===== config.mk =====
export PLATFORM = sky130hd
export DESIGN_NAME = opnd_fetch_unit
export DESIGN_NICKNAME = d
export VERILOG_FILES = /design/src/rtl/opf_pkg.sv /design/src/rtl/opf_regfile.sv /design/src/rtl/opf_ea_calc.sv /design/src/rtl/opf_ctrl.sv /design/src/rtl/opnd_fetch_unit.sv
export SDC_FILE = /design/constraint.sdc
export NUM_CORES = 1
export LEC_CHECK = 0
export ABC_AREA = 1
export BUFFER_PORTS_ARGS = -buffer_cell sky130_fd_sc_hd__buf_2
export CORE_MARGIN = 4
export CORE_UTILIZATION = 40
export DETAILED_ROUTE_END_ITERATION = 16
export GPL_TIMING_DRIVEN = 1
export HOLD_SLACK_MARGIN = 0.05
export PLACE_DENSITY = 0.63
export SLEW_MARGIN = 15
export SYNTH_ARGS = -nofsm -noshare
export SYNTH_HDL_FRONTEND = slang
export SYNTH_SLANG_ARGS = --single-unit

===== constraint.sdc =====
create_clock -name clk -period 2.95 [get_ports clk]
set_clock_uncertainty 0.1 [all_clocks]
set_input_delay 0 -clock clk [delete_from_list [all_inputs] [get_ports clk]]
set_output_delay 0 -clock clk [all_outputs]
set_load 0.02 [all_outputs]

===== src/rtl/opf_pkg.sv =====
package opf_pkg;
  localparam int MODE_W = 3;

  localparam logic [MODE_W-1:0] AM_IMM  = 3'd0;
  localparam logic [MODE_W-1:0] AM_DIR  = 3'd1;
  localparam logic [MODE_W-1:0] AM_IND  = 3'd2;
  localparam logic [MODE_W-1:0] AM_REG  = 3'd3;
  localparam logic [MODE_W-1:0] AM_RIND = 3'd4;
  localparam logic [MODE_W-1:0] AM_DISP = 3'd5;

  typedef enum logic [1:0] {
    ST_IDLE,
    ST_EVAL,
    ST_RD,
    ST_CAP
  } opf_state_e;
endpackage


===== src/rtl/opf_regfile.sv =====
module opf_regfile #(
  parameter int REG_CNT = 8,
  parameter int WORD_W  = 16,
  localparam int IDX_W  = $clog2(REG_CNT)
) (
  input  logic              clk,
  input  logic              we,
  input  logic [IDX_W-1:0]  waddr,
  input  logic [WORD_W-1:0] wdata,
  input  logic [IDX_W-1:0]  raddr,
  output logic [WORD_W-1:0] rdata
);
  logic [WORD_W-1:0] regs [REG_CNT];

  always_ff @(posedge clk) begin
    if (we) regs[waddr] <= wdata;
  end

  assign rdata = regs[raddr];
endmodule


===== src/rtl/opf_ea_calc.sv =====
module opf_ea_calc
  import opf_pkg::*;
#(
  parameter int WORD_W = 16
) (
  input  logic [MODE_W-1:0] mode_i,
  input  logic [WORD_W-1:0] a_i,
  input  logic [WORD_W-1:0] rval_i,
  output logic [WORD_W-1:0] addr_o,
  output logic [WORD_W-1:0] opnd_o,
  output logic [1:0]        reads_o,
  output logic              bad_o
);
  always_comb begin
    addr_o  = a_i;
    opnd_o  = '0;
    reads_o = 2'd0;
    bad_o   = 1'b0;
    case (mode_i)
      AM_IMM:  opnd_o = a_i;
      AM_DIR:  reads_o = 2'd1;
      AM_IND:  reads_o = 2'd2;
      AM_REG:  opnd_o = rval_i;
      AM_RIND: begin
        addr_o  = rval_i;
        reads_o = 2'd1;
      end
      AM_DISP: begin
        addr_o  = a_i + rval_i;
        reads_o = 2'd1;
      end
      default: bad_o = 1'b1;
    endcase
  end
endmodule


===== src/rtl/opf_ctrl.sv =====
module opf_ctrl
  import opf_pkg::*;
#(
  parameter int WORD_W = 16
) (
  input  logic              clk,
  input  logic              rst,
  input  logic              start,
  input  logic [MODE_W-1:0] mode_i,
  input  logic [WORD_W-1:0] a_i,
  input  logic [WORD_W-1:0] rval_i,
  output logic [WORD_W-1:0] mem_addr,
  output logic              mem_rd,
  input  logic [WORD_W-1:0] mem_rdata,
  output logic              done,
  output logic              illegal,
  output logic [WORD_W-1:0] operand,
  output logic [WORD_W-1:0] eff_addr
);
  opf_state_e        state;
  logic [MODE_W-1:0] mode_q;
  logic [WORD_W-1:0] a_q;
  logic [WORD_W-1:0] rval_q;
  logic              ptr_phase;

  logic [WORD_W-1:0] ec_addr;
  logic [WORD_W-1:0] ec_opnd;
  logic [1:0]        ec_reads;
  logic              ec_bad;

  opf_ea_calc #(.WORD_W(WORD_W)) u_ea (
    .mode_i (mode_q),
    .a_i    (a_q),
    .rval_i (rval_q),
    .addr_o (ec_addr),
    .opnd_o (ec_opnd),
    .reads_o(ec_reads),
    .bad_o  (ec_bad)
  );

  always_ff @(posedge clk) begin
    if (rst) begin
      state     <= ST_IDLE;
      mode_q    <= '0;
      a_q       <= '0;
      rval_q    <= '0;
      ptr_phase <= 1'b0;
      mem_addr  <= '0;
      mem_rd    <= 1'b0;
      done      <= 1'b0;
      illegal   <= 1'b0;
      operand   <= '0;
      eff_addr  <= '0;
    end else begin
      done    <= 1'b0;
      illegal <= 1'b0;
      mem_rd  <= 1'b0;
      case (state)
        ST_IDLE: begin
          if (start) begin
            mode_q <= mode_i;
            a_q    <= a_i;
            rval_q <= rval_i;
            state  <= ST_EVAL;
          end
        end
        ST_EVAL: begin
          if (ec_reads == 2'd0) begin
            done     <= 1'b1;
            illegal  <= ec_bad;
            operand  <= ec_opnd;
            eff_addr <= '0;
            state    <= ST_IDLE;
          end else begin
            mem_addr  <= ec_addr;
            eff_addr  <= ec_addr;
            mem_rd    <= 1'b1;
            ptr_phase <= (ec_reads == 2'd2);
            state     <= ST_RD;
          end
        end
        ST_RD: state <= ST_CAP;
        ST_CAP: begin
          if (ptr_phase) begin
            mem_addr  <= mem_rdata;
            eff_addr  <= mem_rdata;
            mem_rd    <= 1'b1;
            ptr_phase <= 1'b0;
            state     <= ST_RD;
          end else begin
            operand <= mem_rdata;
            done    <= 1'b1;
            state   <= ST_IDLE;
          end
        end
        default: state <= ST_IDLE;
      endcase
    end
  end
endmodule


===== src/rtl/opnd_fetch_unit.sv =====
module opnd_fetch_unit
  import opf_pkg::*;
#(
  parameter int WORD_W  = 16,
  parameter int REG_CNT = 8,
  localparam int IDX_W  = $clog2(REG_CNT)
) (
  input  logic              clk,
  input  logic              rst,
  input  logic              start,
  input  logic [MODE_W-1:0] mode,
  input  logic [WORD_W-1:0] fld_a,
  input  logic [IDX_W-1:0]  reg_idx,
  input  logic              rf_we,
  input  logic [IDX_W-1:0]  rf_waddr,
  input  logic [WORD_W-1:0] rf_wdata,
  output logic [WORD_W-1:0] mem_addr,
  output logic              mem_rd,
  input  logic [WORD_W-1:0] mem_rdata,
  output logic              done,
  output logic              illegal,
  output logic [WORD_W-1:0] operand,
  output logic [WORD_W-1:0] eff_addr
);
  logic [WORD_W-1:0] rf_rval;

  opf_regfile #(.REG_CNT(REG_CNT), .WORD_W(WORD_W)) u_rf (
    .clk  (clk),
    .we   (rf_we),
    .waddr(rf_waddr),
    .wdata(rf_wdata),
    .raddr(reg_idx),
    .rdata(rf_rval)
  );

  opf_ctrl #(.WORD_W(WORD_W)) u_ctrl (
    .clk      (clk),
    .rst      (rst),
    .start    (start),
    .mode_i   (mode),
    .a_i      (fld_a),
    .rval_i   (rf_rval),
    .mem_addr (mem_addr),
    .mem_rd   (mem_rd),
    .mem_rdata(mem_rdata),
    .done     (done),
    .illegal  (illegal),
    .operand  (operand),
    .eff_addr (eff_addr)
  );
endmodule


==> metrics.log, run 1 <==
[metrics] critical path endpoint category: register
[metrics] total negative setup slack: 0 ns
[metrics] area of the core: roughly 24,000 µm²
[metrics] maximum clock insertion buffer count: 3
[metrics] final routed wire length divided by cell count: roughly 17 µm
[metrics] ratio of cells with drive above 1 in the final layout: 14.4%
[metrics] CTS H-Tree Depth: 1
[metrics] number of vias per cell: 5.10
[metrics] max-slew violation total from the final report: 0
[metrics] clk sink count: roughly 220
[metrics] via count of the first global-routing pass: between 7,000 and 8,000
[metrics] register bit total from synthesis: 217
[metrics] DP Cell Count: 1,462
[metrics] post-CTS clock slew at the launch and capture registers of the worst setup and hold paths: ~0.060 ns
[metrics] total congestion overflow after global routing: 0
[metrics] Top cell by count, worst path: sky130_fd_sc_hd__nand3_1
[metrics] placed wire-length estimate: about 17 mm
[metrics] # setup viols final: 0
[metrics] TritonCTS clock tree: built
[metrics] Worst Max-Slew Pin Slew: about 0.9 ns
[metrics] post-synthesis instance area: 9820 µm²
[metrics] master cell of the clock root buffer: sky130_fd_sc_hd__clkbuf_16
[metrics] iteration count of the initial detailed-routing pass: 5
[metrics] number of max-cap violations: 0
[metrics] Die Width: roughly 160 µm
[metrics] kind of path behind the tightest hold check: input pin to register
[metrics] count of fill cells added during filler insertion: 2,269
[metrics] syn_area_per_cell: 9.24 µm²
[metrics] min Tclk post-route: roughly 2.2 ns
[metrics] area used by multi-input combinational logic: about 3400 µm²
[metrics] Initial DRC Count: 604
[metrics] area enclosed by the die boundary: ~27,000 µm²
[metrics] number of input and output port buffers inserted: about 110
[metrics] Sequential cell area: ~5600 µm²
[metrics] ordered list of cells on the worst path: ha_1 -> inv_1 -> fa_1 -> inv_1 -> nand3_1 -> nand3_1 -> a21oi_1 -> nand2_1 -> nand2_1 -> o21bai_1 -> nand3_1 -> a21oi_1
[metrics] crit-path max FO: 4
[metrics] RePlAce Congestion: between 0.9 and 1
[metrics] setup repair after global routing missed its margin: false
[metrics] number of endpoints with negative hold slack in the final report: 0
[metrics] final non-filler cell total: 1,566
[metrics] arrival time of the worst setup path: around 2.5 ns
[metrics] number of CTS-inserted buffers: 24
[metrics] ANT nets after route: 0
[metrics] initial standard-cell utilization of the core: roughly two fifths
[metrics] power density cells: roughly 630 nW/µm²
[metrics] post-layout utilization of the core: between 50% and 60%
[metrics] Detailed Route WL: around 26 mm
[metrics] type of element launching the critical path: register
[metrics] Syn-to-layout area delta: 23.8%
[metrics] Gate Count Post-Synth: about 1,100
[metrics] total number of nets in the final design: about 1,300
[metrics] wire length of the first global-routing pass: 40.4 mm
[metrics] postcts setup bufs: 0
[metrics] number of DRC violations after detailed routing: 0
[metrics] initial antenna violation count: 0
[metrics] largest net degree at the start of global routing: 54
[metrics] DIE HEIGHT: ~160 µm
[metrics] Post-Syn Nets: 1,139
[metrics] antenna diode count: 0
[metrics] vias post-DR: around 8,000
[metrics] status: complete, no violations
[metrics] Top Ports: between 100 and 150
[metrics] # rows: 57
[metrics] total track usage: a little under a fifth
[metrics] Yosys warning count: 0
[metrics] number of distinct standard cells referenced by the synthesized netlist: 35
[metrics] sequential share of the synthesized area: a little under three fifths
[metrics] maximum clock frequency: about 460 MHz
[metrics] Required @ worst endpoint: approximately 3.3 ns
[metrics] worst slew margin relative to its limit: 39.5%
[metrics] later-pin clock latency in the skew report: approximately 0.53 ns
[metrics] Max VDD drop: around 0.57 mV
[metrics] final cycle utilization of the critical path: 73.3%
[metrics] cell leakage power: slightly above 5 nW
[metrics] slowest cell on the critical path: sky130_fd_sc_hd__fa_1
[metrics] classification of the worst setup path: register to register
[metrics] CP max stage delay: about 0.43 ns
per-layer routing:
metal	track usage [%]	wire, µm	vias to the layer above
met5	0	0	-
met4	6.77	997	0
met3	2.65	1420	63
met2	31.3	12200	256
met1	25.2	11400	3686
li1	-	-	3974
cells in the final DEF, fill, tap and decap left out, types with 2 or more instances in the layout:
master                            n
sky130_fd_sc_hd__inv_2            3
sky130_fd_sc_hd__buf_12           2
sky130_fd_sc_hd__bufinv_16        4
sky130_fd_sc_hd__o21ai_1         12
sky130_fd_sc_hd__nor2_1          61
sky130_fd_sc_hd__o22ai_1         26
sky130_fd_sc_hd__and2_1           2
sky130_fd_sc_hd__clkinv_1         2
sky130_fd_sc_hd__dfxtp_1         89
sky130_fd_sc_hd__o211ai_1        17
sky130_fd_sc_hd__nor3_1           5
sky130_fd_sc_hd__nand4_1          3
sky130_fd_sc_hd__buf_4           20
sky130_fd_sc_hd__nand2_2          3
sky130_fd_sc_hd__clkbuf_16       24
sky130_fd_sc_hd__dlygate4sd3_1   61
sky130_fd_sc_hd__clkinvlp_4       2
sky130_fd_sc_hd__or2_2            2
sky130_fd_sc_hd__buf_2          110
sky130_fd_sc_hd__nand3_1         42
sky130_fd_sc_hd__mux2i_1         32
sky130_fd_sc_hd__nand2_1        139
sky130_fd_sc_hd__ha_1            15
sky130_fd_sc_hd__inv_1          140
sky130_fd_sc_hd__a21oi_1        136
sky130_fd_sc_hd__clkinv_4         2
sky130_fd_sc_hd__a31oi_1          6
sky130_fd_sc_hd__clkbuf_1         6
sky130_fd_sc_hd__edfxtp_1       128
sky130_fd_sc_hd__o21ai_0        135
layout make-up:
cell class / instances / area share, %
Tap cell: 324 / 3.34
Sequential cell: 217 / 46.3
Multi-Input combinational cell: 646 / 28.0
Clock inverter: 12 / 1.61
Inverter: 143 / 4.42
Clock buffer: 31 / 5.24
Timing Repair Buffer: 193 / 11.1
path summary, 6_finish.rpt:
kind                 startpoint            endpoint  slack, ns  depth (start not counted)
max reg2reg    u_ctrl.rval_q[0]  u_ctrl.eff_addr[8]       0.79                         12
max            u_ctrl.rval_q[0]  u_ctrl.eff_addr[8]       0.79                         12
min reg2reg  u_ctrl.eff_addr[1]  u_ctrl.eff_addr[1]       0.36                          2
min                  reg_idx[1]    u_ctrl.rval_q[7]       0.16                          5
through the flow:
| step | setup WS (ns) | power, mW | hold WS [ns] | area, µm² |
|---|---|---|---|---|
| after detailed placement | 0.814 | 4.61 | 0.170 | 10700 |
| after floorplan | 1.04 | 4.24 | -0.0229 | 9820 |
| after global placement | 0.854 | 4.60 | 0.166 | 10700 |
| after global routing | 0.571 | 8.03 | 0.198 | 12200 |
| after CTS | 0.799 | 7.76 | 0.134 | 12200 |
| final | 0.787 | 7.71 | 0.159 | 12200 |
critical path: cells and delay by family, from the launching register on:
kind            cells  cell delay [ns]
compound gates      3             0.43
fa+ha+maj           2             0.61
simple gates        5             0.41
flops               1             0.35
buf+inv             2             0.17
cells by family (layout without fill, tap and decap cells):
logic type	Yosys count	count (layout)	synth area share, %
AOI/OAI and AO/OA	334	334	17.9
xor gates and xnor gates	1	1	0.0892
adders and majority gates	16	16	2.12
buffers and inverters	199	379	8.04
DFF	217	217	57.3
muxes	32	32	3.26
and+or+nand+nor	263	263	11.2
what timing repair did:
action	in CTS	in global routing
gates resized for setup	0	0
endpoints found under the hold margin	333	0
hold buffers	61	0
registers in the layout (all words and copies together), names as in the netlist:
| name | flops |
|---|---|
| u_ctrl.mem_addr | 16 |
| u_ctrl.done | 1 |
| u_ctrl.operand | 16 |
| u_ctrl.state | 2 |
| u_ctrl.illegal | 1 |
| u_ctrl.ptr_phase | 1 |
| u_ctrl.a_q | 16 |
| u_ctrl.eff_addr | 16 |
| u_ctrl.mode_q | 3 |
| u_ctrl.mem_rd | 1 |
| u_rf.regs | 128 |
| u_ctrl.rval_q | 16 |
cells in the mapped netlist, drive strengths merged:
cell type | number | area share (%)
a21oi | 136 | 6.9
xor2 | 1 | 0.089
a31oi | 6 | 0.38
ha | 15 | 1.9
edfxtp | 128 | 39
fa | 1 | 0.20
or2 | 2 | 0.13
buf | 20 | 1.2
dfxtp | 89 | 18
nor4 | 1 | 0.064
nand3b | 1 | 0.077
inv | 143 | 5.5
nor2 | 63 | 2.5
o21ai | 147 | 7.5
nand2 | 143 | 5.6
o21bai | 1 | 0.077
nand4 | 4 | 0.32
nand3 | 42 | 2.1
o211ai | 17 | 1.3
o221ai | 1 | 0.089
and2 | 2 | 0.13
mux2i | 32 | 3.3
o22ai | 26 | 1.7
nor3 | 5 | 0.25
clkbuf | 36 | 1.4
power breakdown:
group	internal (mW)	switching, mW	leakage [nW]
Sequential	3.39	0.0994	1.89
Clock	1.89	1.20	0.394
Combinational	0.395	0.741	2.85
Total	5.67	2.04	5.14
Power figures use the tool's default switching activity.
==> inputs of run 2 (changes only) <==
==> constraint.sdc (replaced) <==
create_clock -name clk -period 2.15 [get_ports clk]
set_clock_uncertainty 0.1 [all_clocks]
set_input_delay 0 -clock clk [delete_from_list [all_inputs] [get_ports clk]]
set_output_delay 0 -clock clk [all_outputs]
set_load 0.02 [all_outputs]
==> run 2 against run 1 <==
  * Utilization grew 0.92 points
  * Combinational power grew 49%
  * Die area is the same
  * Sequential cell count is the same
  * Via count grew 1.8%
  * Critical path type unchanged
  * Highest routed layer unchanged
==> metrics.log, run 2 (synthesis gave the netlist of run 1 again) <==
[metrics] number of DRC violations after detailed routing: 0 (unchanged)
[metrics] ratio of cells with drive above 1 in the final layout: 17.4% (+3.0 points)
[metrics] maximum clock frequency: 500 MHz (+8.2%)
[metrics] clk sink count: 217 (unchanged)
[metrics] Top cell by count, worst path: sky130_fd_sc_hd__nand3_1
[metrics] arrival time of the worst setup path: 2.31 ns (-0.20 ns)
[metrics] net switching share of the total power: 27.1% (+0.64 points)
[metrics] worst slew margin relative to its limit: 60.2% (+21 points)
[metrics] number of max-cap violations: 0 (unchanged)
[metrics] crit-path max FO: 4 (unchanged)
[metrics] part of the total power dissipated in combinational logic: 16.4% (+1.7 points)
[metrics] pre-CTS WS: 0.0757 ns (-0.739 ns)
[metrics] slowest cell on the critical path: sky130_fd_sc_hd__dfxtp_1
[metrics] total number of nets in the final design: 1,329 (+2.1%)
[metrics] ANT nets after route: 0 (unchanged)
[metrics] number of CTS-inserted buffers: 24 (unchanged)
[metrics] CTS H-Tree Depth: 1 (unchanged)
[metrics] total track usage: 19.8% (+0.96 points)
[metrics] Detailed Route WL: 27.4 mm (+5.3%)
[metrics] number of endpoints with negative hold slack in the final report: 0 (unchanged)
[metrics] final routed wire length divided by cell count: 17.2 µm (+3.5%)
[metrics] largest net degree at the start of global routing: 54 (unchanged)
[metrics] final cycle utilization of the critical path: 93.0% (+20 points)
[metrics] placed wire-length estimate: 18.6 mm (+7.1%)
[metrics] register-to-register path setup slack: 0.15 ns (-0.64 ns)
[metrics] CP max stage delay: 0.39 ns (-0.04 ns)
[metrics] later-pin clock latency in the skew report: 0.52 ns (about the same)
[metrics] DP Cell Count: 1,487 (+1.7%)
[metrics] max-slew violation total from the final report: 0 (unchanged)
[metrics] initial antenna violation count: 0 (unchanged)
[metrics] CP Buf/Inv Count: 1 (-1)
[metrics] iteration count of the initial detailed-routing pass: 5 (unchanged)
[metrics] Max VDD drop: 0.710 mV (+25%)
[metrics] min Tclk post-route: 2.00 ns (-0.164 ns)
[metrics] Internal Dissipation: 7.57 mW (+34%)
[metrics] classification of the worst setup path: register to register
[metrics] cell leakage power: 5.24 nW (+2.0%)
[metrics] Die Width: 165 µm (unchanged)
[metrics] DIE HEIGHT: 165 µm (unchanged)
[metrics] area of the core: 24,200 µm² (unchanged)
[metrics] # rows: 57 (unchanged)
[metrics] commonest non-fill, non-tap cell in the layout: sky130_fd_sc_hd__inv_1
[metrics] Initial DRC Count: 593 (-1.8%)
[metrics] antenna diode count: 0 (unchanged)
[metrics] critical path endpoint category: register
[metrics] total negative setup slack: 0 ns (unchanged)
[metrics] kind of path behind the tightest hold check: input pin to register
[metrics] setup repair after global routing missed its margin: false
[metrics] commonest cells after routing, fill and taps aside: sky130_fd_sc_hd__inv_1, sky130_fd_sc_hd__nand2_1, sky130_fd_sc_hd__a21oi_1, sky130_fd_sc_hd__o21ai_0, sky130_fd_sc_hd__edfxtp_1
[metrics] TritonCTS clock tree: built
[metrics] relative contribution of the clock network to total power: 37.6% (-2.4 points)
[metrics] status: complete, no violations
[metrics] Worst Max-Slew Pin Slew: 0.596 ns (-0.310 ns)
[metrics] # setup viols final: 0 (unchanged)
[metrics] maximum clock insertion buffer count: 3 (unchanged)
[metrics] Worst Min Path Start: reg_idx[0]
[metrics] crit-path leading delay family: simple AND/OR/NAND/NOR gates
[metrics] RR Endpoint: u_ctrl.eff_addr[5]
[metrics] register with the most flip-flops: u_rf.regs
[metrics] max reg flops: 128 (unchanged)
[metrics] WHS Endpoint: u_ctrl.rval_q[7]
[metrics] initial standard-cell utilization of the core: 40.5% (unchanged)
[metrics] master cell of the clock root buffer: sky130_fd_sc_hd__clkbuf_16
[metrics] vias post-DR: 8,123 (+1.8%)
[metrics] type of element launching the critical path: register
[metrics] post-CTS clock slew at the launch and capture registers of the worst setup and hold paths: 0.06 ns (about the same)
[metrics] total congestion overflow after global routing: 0 (unchanged)
[metrics] via count of the first global-routing pass: 7,755 (+2.7%)
[metrics] RePlAce Congestion: 0.945 (-1.9%)
[metrics] Syn-to-layout area delta: 26.1%
[metrics] origin of the critical flop-to-flop path: u_ctrl.a_q[2]
[metrics] wire length of the first global-routing pass: 41.9 mm (+3.8%)
[metrics] power density cells: 840 nW/µm² (+32%)
[metrics] fraction of power consumed by sequential logic: 46.0% (+0.8 points)
[metrics] ordered list of cells on the worst path: ha_1 -> inv_1 -> nand2_1 -> nand3_1 -> nand2_1 -> or2_2 -> nand3_1 -> nand3_1 -> nand3_1 -> a21oi_1
[metrics] final non-filler cell total: 1,592 (+1.7%)
[metrics] number of vias per cell: 5.10 (+0.14%)
[metrics] Required @ worst endpoint: 2.46 ns (-0.84 ns)
[metrics] setup ws final: 0.151 ns (-0.636 ns)
[metrics] number of cells traversed by the worst register-to-register path: 10 (-2)
[metrics] number of input and output port buffers inserted: 111 (unchanged)
[metrics] switching power: 2.82 mW (+38%)
[metrics] area enclosed by the die boundary: 27,100 µm² (unchanged)
[metrics] number of cells traversed by the worst hold path: 5 (unchanged)
[metrics] Top Ports: 112 (unchanged)
-- run 2: cell count changes in the layout (fill, tap and decap cells not counted), sizes merged --
cell / delta
bufinv: -2
clkinvlp: -1
clkinv: +3
buf: +26
nor2: +1
clkbuf: -1
-- run 2: layout make-up --
class	count	area (µm²)
well taps	324	405
inverters	143	537
fillers	2247	11900
clock inverters	12	134
repair buffers	219	1570
flip-flops and latches	217	5630
clock buffers	30	623
multi-input cells	647	3480
-- run 2: worst max-delay path by stage --
stage                                  from                  end  slack (ns)  depth (start not counted)
after floorplan               u_ctrl.a_q[0]   u_ctrl.eff_addr[8]        0.24                         12
after global placement    u_ctrl.rval_q[12]  u_ctrl.eff_addr[13]         0.1                         10
after detailed placement   u_ctrl.rval_q[0]   u_ctrl.eff_addr[8]        0.08                         12
after CTS                  u_ctrl.rval_q[0]   u_ctrl.eff_addr[8]        0.05                         12
after global routing       u_ctrl.rval_q[0]   u_ctrl.eff_addr[8]       0.005                         12
final                         u_ctrl.a_q[2]   u_ctrl.eff_addr[5]        0.15                         10
-- run 2: power groups by stage --
stage	combinational, mW	sequential [mW]	clock, mW
floorplan	0.873	4.95	0
global placement	1.55	4.86	0
detailed placement	1.57	4.86	0
CTS	1.66	4.77	4.00
global route	1.88	4.81	4.18
finish	1.70	4.78	3.91
-- run 2: per-layer routing --
metal	up-vias	wire length, µm	global-route usage (%)
met2	214	13300	33.6
met4	0	1060	7.15
met1	3823	11700	25.7
li1	4032	-	-
met3	54	1390	3.02
met5	-	0	0
-- run 2: repair_timing --
item                                    4_1_cts  5_1_grt
hold endpoints to repair                    312        0
gates resized for setup                       0       18
hold buffers                                 61        0
endpoints found under the setup margin        0       22
buffers inserted                              0        1
-- run 2: worst min-delay path, cell delays in order --
cell	delay (ns)
sky130_fd_sc_hd__buf_4	0.24
sky130_fd_sc_hd__o21ai_0	0.12
sky130_fd_sc_hd__o21ai_0	0.07
sky130_fd_sc_hd__o21ai_1	0.10
sky130_fd_sc_hd__a21oi_1	0.12
-- run 2: through the flow --
step | area, µm² | total power, mW | hold WS, ns | utilization (%)
6_report | 12400 | 10.4 | 0.0762 | 51.0
5_1_grt | 12400 | 10.9 | 0.119 | 51.0
4_1_cts | 12300 | 10.4 | 0.0552 | 50.7
3_5_place_dp | 10900 | 6.43 | 0.167 | 45.0
3_3_place_gp | 10900 | 6.41 | 0.166 | 45.0
2_1_floorplan | 9820 | 5.82 | -0.0229 | -
